==> config.mk <==
export PLATFORM = sky130hd
export DESIGN_NAME = boxcar_avg
export DESIGN_NICKNAME = d
export VERILOG_FILES = /design/src/rtl/boxcar_pkg.sv /design/src/rtl/boxcar_ctrl.sv /design/src/rtl/boxcar_delay.sv /design/src/rtl/boxcar_acc.sv /design/src/rtl/boxcar_avg.sv
export SDC_FILE = /design/constraint.sdc
export NUM_CORES = 1
export LEC_CHECK = 0
export ABC_AREA = 1
export BUFFER_PORTS_ARGS = -buffer_cell sky130_fd_sc_hd__buf_4
export CORE_MARGIN = 2
export CORE_UTILIZATION = 24
export CTS_BUF_LIST = sky130_fd_sc_hd__clkbuf_8
export CTS_CLUSTER_SIZE = 16
export DETAILED_ROUTE_END_ITERATION = 8
export GPL_ROUTABILITY_DRIVEN = 0
export HOLD_SLACK_MARGIN = 0.12
export PLACE_DENSITY = 0.49
export SLEW_MARGIN = 5
export SYNTH_ARGS = -nofsm -noshare
export SYNTH_HDL_FRONTEND = slang
export SYNTH_HIERARCHICAL = 1
export SYNTH_SLANG_ARGS = --single-unit
export TNS_END_PERCENT = 10
==> constraint.sdc <==
create_clock -name clk -period 5.3 [get_ports clk]
set_input_delay 0 -clock clk [delete_from_list [all_inputs] [get_ports clk]]
set_output_delay 0 -clock clk [all_outputs]
set_load 0.03 [all_outputs]
==> src/rtl/boxcar_pkg.sv <==
package boxcar_pkg;

    // Controller states: zero-flush of the window, then normal averaging
    typedef enum logic {
        ST_FLUSH = 1'b0,
        ST_RUN   = 1'b1
    } avg_state_e;

endpackage

==> src/rtl/boxcar_ctrl.sv <==
module boxcar_ctrl
    import boxcar_pkg::*;
#(
    parameter int WIN_LOG2 = 4
) (
    input  logic clk,
    input  logic rst_n,
    input  logic in_valid,
    output logic busy,
    output logic shift_en,
    output logic shift_zero,
    output logic accept
);

    localparam int                  WIN     = 1 << WIN_LOG2;
    localparam logic [WIN_LOG2-1:0] LAST_IX = WIN_LOG2'(WIN - 1);

    avg_state_e          state_q, state_d;
    logic [WIN_LOG2-1:0] flush_cnt_q;

    // next-state logic
    always_comb begin
        state_d = state_q;
        unique case (state_q)
            ST_FLUSH: if (flush_cnt_q == LAST_IX) state_d = ST_RUN;   // flush_done
            ST_RUN:   state_d = ST_RUN;
            default:  state_d = ST_FLUSH;
        endcase
    end

    // state register and flush counter (reset_entry)
    always_ff @(posedge clk or negedge rst_n) begin
        if (!rst_n) begin
            state_q     <= ST_FLUSH;
            flush_cnt_q <= '0;
        end else begin
            state_q <= state_d;
            if (state_q == ST_FLUSH)
                flush_cnt_q <= flush_cnt_q + 1'b1;
        end
    end

    // outputs
    always_comb begin
        busy       = 1'b0;
        shift_en   = 1'b0;
        shift_zero = 1'b0;
        accept     = 1'b0;
        unique case (state_q)
            ST_FLUSH: begin
                busy       = 1'b1;
                shift_en   = 1'b1;
                shift_zero = 1'b1;
            end
            ST_RUN: begin
                shift_en = in_valid;
                accept   = in_valid;
            end
            default: busy = 1'b1;
        endcase
    end

endmodule

==> src/rtl/boxcar_delay.sv <==
module boxcar_delay #(
    parameter int DATA_W   = 8,
    parameter int WIN_LOG2 = 4
) (
    input  logic              clk,
    input  logic              shift_en,
    input  logic              shift_zero,
    input  logic [DATA_W-1:0] din,
    output logic [DATA_W-1:0] tail
);

    localparam int DEPTH = 1 << WIN_LOG2;

    // storage deliberately has no reset; the controller flushes it
    logic [DATA_W-1:0] stage_q [DEPTH];

    always_ff @(posedge clk) begin
        if (shift_en)
            stage_q[0] <= shift_zero ? '0 : din;
    end

    for (genvar g = 1; g < DEPTH; g++) begin : g_stage
        always_ff @(posedge clk) begin
            if (shift_en)
                stage_q[g] <= stage_q[g-1];
        end
    end

    assign tail = stage_q[DEPTH-1];

endmodule

==> src/rtl/boxcar_acc.sv <==
module boxcar_acc #(
    parameter int DATA_W   = 8,
    parameter int WIN_LOG2 = 4
) (
    input  logic              clk,
    input  logic              rst_n,
    input  logic              accept,
    input  logic [DATA_W-1:0] din,
    input  logic [DATA_W-1:0] tail,
    output logic              out_valid,
    output logic [DATA_W-1:0] out_data
);

    localparam int ACC_W = DATA_W + WIN_LOG2;

    logic [ACC_W-1:0] sum_q;
    logic             vld_q;

    // subtraction only happens on accepted samples, never during the flush
    always_ff @(posedge clk or negedge rst_n) begin
        if (!rst_n) begin
            sum_q <= '0;
            vld_q <= 1'b0;
        end else begin
            vld_q <= accept;
            if (accept)
                sum_q <= sum_q + ACC_W'(din) - ACC_W'(tail);
        end
    end

    assign out_valid = vld_q;
    assign out_data  = sum_q[ACC_W-1:WIN_LOG2];

endmodule

==> src/rtl/boxcar_avg.sv <==
module boxcar_avg #(
    parameter int DATA_W   = 8,
    parameter int WIN_LOG2 = 4
) (
    input  logic              clk,
    input  logic              rst_n,
    input  logic              in_valid,
    input  logic [DATA_W-1:0] in_data,
    output logic              out_valid,
    output logic [DATA_W-1:0] out_data,
    output logic              busy
);

    logic              shift_en;
    logic              shift_zero;
    logic              accept;
    logic [DATA_W-1:0] tail;

    boxcar_ctrl #(.WIN_LOG2(WIN_LOG2)) u_ctrl (
        .clk        (clk),
        .rst_n      (rst_n),
        .in_valid   (in_valid),
        .busy       (busy),
        .shift_en   (shift_en),
        .shift_zero (shift_zero),
        .accept     (accept)
    );

    boxcar_delay #(.DATA_W(DATA_W), .WIN_LOG2(WIN_LOG2)) u_delay (
        .clk        (clk),
        .shift_en   (shift_en),
        .shift_zero (shift_zero),
        .din        (in_data),
        .tail       (tail)
    );

    boxcar_acc #(.DATA_W(DATA_W), .WIN_LOG2(WIN_LOG2)) u_acc (
        .clk       (clk),
        .rst_n     (rst_n),
        .accept    (accept),
        .din       (in_data),
        .tail      (tail),
        .out_valid (out_valid),
        .out_data  (out_data)
    );

endmodule

==> After elaboration in Yosys (flattened, before gate mapping) <==
Memory sizes are Yosys's and may differ from the RTL's.
Index checks and enable logic that the tools add are counted.
{ "classes": {"addsub": 3, "multipliers": 0, "div": 0, "order_cmp": 0, "eq_ne": 1, "shifts": 0, "n_mux": 8, "n_bitwise": 1, "reduce_logical": 0} }
{ "op_table": {"columns": ["op", "count"], "rows": [
  ["$add A12 B8 Y12", 1],
  ["$sub A12 B8 Y12", 1],
  ["$mux W8", 1],
  ["$mux W1", 5],
  ["$add A4 B1 Y4 const B", 1],
  ["$eq A4 B4 Y1 const B", 1],
  ["$pmux W1 S2", 2],
  ["$not A1 Y1", 1]
]} }
{ "totals": {"register_bits": 18, "latch_bits": 0, "ram_bits": 128, "rom_bits": 0, "in_bits": 11, "output_inout_bits": 10, "word_cells": 18, "memories": 1} }
{ "memory_table": {"columns": ["memory", "words", "width", "rd", "rd_clocked_by_memory_dff", "wr", "line", "text"], "rows": [
  ["u_delay.stage_q", 16, 8, 16, 0, 16, "boxcar_delay.sv:15", "logic [DATA_W-1:0] stage_q [DEPTH];"]
]} }

==> Logic depth before layout (Yosys ltp) <==
{ "logic_depth": {"ltp_word": 4, "ltp_mapped": 13, "depth_no_buf": 13} }

==> Hierarchy <==
The synthesis kept the hierarchy.
{ "modules_own_cells": {"columns": ["module", "instances", "cells_each", "area_per_inst_um2", "seq_area_each_um2"], "rows": [
  ["boxcar_delay", 1, 153, 3975.1, 3843.7],
  ["boxcar_acc", 1, 210, 1418.9, 325.3],
  ["boxcar_ctrl", 1, 33, 249.0, 125.1]
]} }

==> Worst setup path before layout <==
No wires, ideal clock.
{ "synth_timing": {"path_kind": "register to register", "from": "reg u_ctrl.state_q", "to": "mem u_delay.stage_q[0][0], enable pin", "setup_time_ns": 0.497, "arrival_ns": 3.447, "required_ns": 4.803, "slack_ns": 1.357, "path_stages_with_launch": 3, "path_buffers": 0, "period_less_slack_ns": 3.943, "cell_sequence": "dfrtp_1 > inv_2 > or2_1"} }
{ "synth_rtl": {"columns": ["item", "line", "text"], "rows": [
  ["start, declared", "boxcar_ctrl.sv:18", "avg_state_e state_q, state_d;"],
  ["start signal, assigned", "boxcar_ctrl.sv:37", "state_q <= state_d;"],
  ["end, declared", "boxcar_delay.sv:15", null]
]} }

==> run_results.csv <==
group,metric,value,unit
run_status,outcome,"complete, no violations",
synth,synth_area_leaders,"edfxtp_1, dfrtp_1, nand2_1",
setup_path,max_stage_delay,0.89,ns
placed_design,pre_cts_ws,2.70,ns
setup_path,cp_slowest_cell,"or2_4",
cts,cts_resized,0,
timing,fmax,398,MHz
synth,synth-edff-count,128,
routing,first_pass_iters,5,
finish,fin_cells,758,
synth,synthArstFlopShare,12.3,%
global_routing,gr-usage-all-layers,7.95,%
finish,syn2layout_area_growth,15.2,%
synth,synth_seq_cells,146,
setup_path,crit_chain,"inv_2 -> or2_4 -> buf_4",
cts,h-tree-depth,4,
die,die_h,157,um
placed_design,post-place-cells,716,
die,fp.dieArea,0.0248,mm2
die,row_count,56,
global_routing,grt_antenna_before_repair,0,
die,die_w,157,um
synth,yosys.area.top_type_share,68.1,%
cts,cts_buffer_depth,2,
timing,relSlewSlack,24.2,%
routing,route.detailed.drc,0,
setup_path,crit_buf_inv,2,
routing,wl_per_cell,11.9,um
pwr,p_leak,2.63,nW
cts,clk-insertion-delay-late,0.44,ns
timing,worst_slack,2.79,ns
cts,cts_root_buf,"clkbuf_8",
placed_design,port_buffers,20,
routing,viasPerCell,3.67,
synth,syn_area,0.00564,mm2
setup_path,cpLargestDelayFamily,"simple AND/OR/NAND/NOR gates",
pwr,max-vdd-ir-drop,0.000197,V
global_routing,grt_pass1_vias,2746,
cts,clk_pin_slew_worst_paths,0.08,ns
setup_path,arrival,2.59,ns
routing,vias,2784,
synth,syn_inst,396,
global_routing,overflow,0,
finish,antenna_cells,0,
routing,postRouteAntennaNets,0,
cts,cts_tree,"built",
timing,setup_viol,0,
synth,syn_nets,428,
timing,finalCritPeriodShare,47.4,%
global_routing,grt_max_degree,87,
setup_path,crit_fanout,86,
timing,finalClockSkew,0.00923,ns
die,core_area,0.0233,mm2
hold_path,min_path_type,"input port to register",
timing,worst_pin_slew,1.14,ns
die,start_util,24.3,%
routing,drt_iter0_drc,317,
synth,yosysMostFrequentCell,"edfxtp_1",
synth,synth_commonest_cells,"edfxtp_1, nand2_1, inv_1",
timing,fin_crit,2.51,ns
synth,synth_top_flop_cell,"edfxtp_1",
setup_path,worstSetupPathType,"register to register",
routing,finalWirelength,9000,um
synth,synth-seq-area-share,76.1,%
cts,cts_buffers,17,
pwr,p_per_area,473,mW/mm2
synth,yosysUniqueCellTypes,23,
timing,slew_viol_final,0,
synth,synth_warnings,6,
timing,fin_tns_setup,0,ns
setup_path,cp.required,5.38,ns
timing,hold_viol,0,
placed_design,dpl.hpwl,5650,um
global_routing,grt_pass1_wl,14500,um
cts,clock_sinks,146,
finish,drive_gt1_share,12.5,%
job,cap_violations,0,
setup_path,worstSetupStartpointType,"register",
synth,avgSynthCellArea,14.2,um2
finish,fin_nets,458,
die,boundaryPins,21,
timing,rsz0062_at_grt,"no",
setup_path,cp-end-kind,"register",
synth,yosys.area.top_type,"edfxtp_1",
-- state kept, by name (all words and copies together) (netlist names) --
signal,cells
u_delay/stage_q,128
u_acc/sum_q,12
u_ctrl/flush_cnt_q,4
u_acc/out_valid,1
u_ctrl/state_q,1
-- layer usage --
layer | routed length [um] | vias up | GRT usage [%] | share of wire, %
met5 | 0 | - | 0 | 0
met4 | 60 | 0 | 3.42 | 0.67
met3 | 325 | 6 | 2.81 | 3.6
met2 | 3960 | 43 | 11.4 | 44
met1 | 4650 | 1374 | 10.8 | 52
li1 | - | 1361 | - | -
-- cells by family after synthesis --
logic type	Yosys count	share of synthesized area, %
and+or+nand+nor	120	8.82
DFF	146	76.1
xor gates and xnor gates	3	0.466
adders and majority gates	21	5.72
AOI/OAI and AO/OA	15	1.49
buffers and inverters	91	7.41
-- path summary, 6_finish.rpt --
| path | start | end | slack (ns) | cells after the start |
|---|---|---|---|---|
| worst max-delay path | u_ctrl/state_q | u_delay/stage_q[6][11] | 2.79 | 3 |
| worst min-delay path | in_valid | u_acc/out_valid | 0.17 | 3 |
| min in group asynchronous | rst_n | u_acc/sum_q[1] | 0.82 | 3 |
| worst max register to register | u_ctrl/state_q | u_delay/stage_q[6][11] | 2.79 | 3 |
| max in group asynchronous | rst_n | u_ctrl/flush_cnt_q[0] | 3.86 | 3 |
| worst min register to register | u_delay/stage_q[5][13] | u_delay/stage_q[6][5] | 0.41 | 0 |
-- cells in the final DEF, fill, tap and decap left out --
master         netlist  final
nand3b_1             2      2
ha_1                13     13
fa_1                 8      8
o21ai_0              6      6
o21ai_2              1      1
or2_4                0      1
edfxtp_1           128    128
nand2_1             71     71
clkbuf_8             0     17
xor2_1               3      3
o21ai_1              3      3
inv_1               70     72
clkinv_4             0      2
clkinv_1             0      2
clkinv_2             0      3
buf_4               18     21
dfrtp_1             18     18
nand3_1             18     18
clkinvlp_4           0      3
inv_6                0      2
a21oi_2              1      1
nor2_2               2      2
a21oi_1              3      3
nor2_1              22     22
inv_2                1      1
dlygate4sd3_1        0     10
bufinv_16            0      1
o22ai_1              1      1
nand4_1              4      4
-- power breakdown --
part           total (W)  switching, W  internal, W
Combinational   0.000882      0.000566     0.000315
Sequential       0.00141     0.0000478      0.00137
Clock           0.000779      0.000414     0.000365
-- what timing repair did --
action                    CTS  global route
hold endpoints to repair   27             0
hold buffers               10             0
buffers inserted            0             0
-- worst min-delay path: cells and delay by family --
kind	cells	cell delay, ns
buffers and inverters	2	0.38
and+or+nand+nor	1	0.05
-- area by class of cell --
cell class,instances,area (um2)
clock buffer,17,234
inverter,71,267
fill,2391,16800
multi-input combinational,159,933
clock inverter,15,118
timing repair buffer,31,258
sequential,146,4290
tap,319,399
-- metrics by stage --
| stage | total power (W) | hold WS, ns | area (um2) | utilization [%] |
|---|---|---|---|---|
| after floorplan | 0.00214 | -0.296 | 5640 | - |
| after global placement | 0.00230 | -0.0847 | 6050 | 26.0 |
| after detailed placement | 0.00231 | -0.0851 | 6050 | 26.0 |
| after CTS | 0.00312 | 0.156 | 6500 | 28.0 |
| after global routing | 0.00330 | 0.234 | 6500 | 28.0 |
| final | 0.00307 | 0.168 | 6500 | 28.0 |
Note: power is estimated with default switching activity, not from simulation.
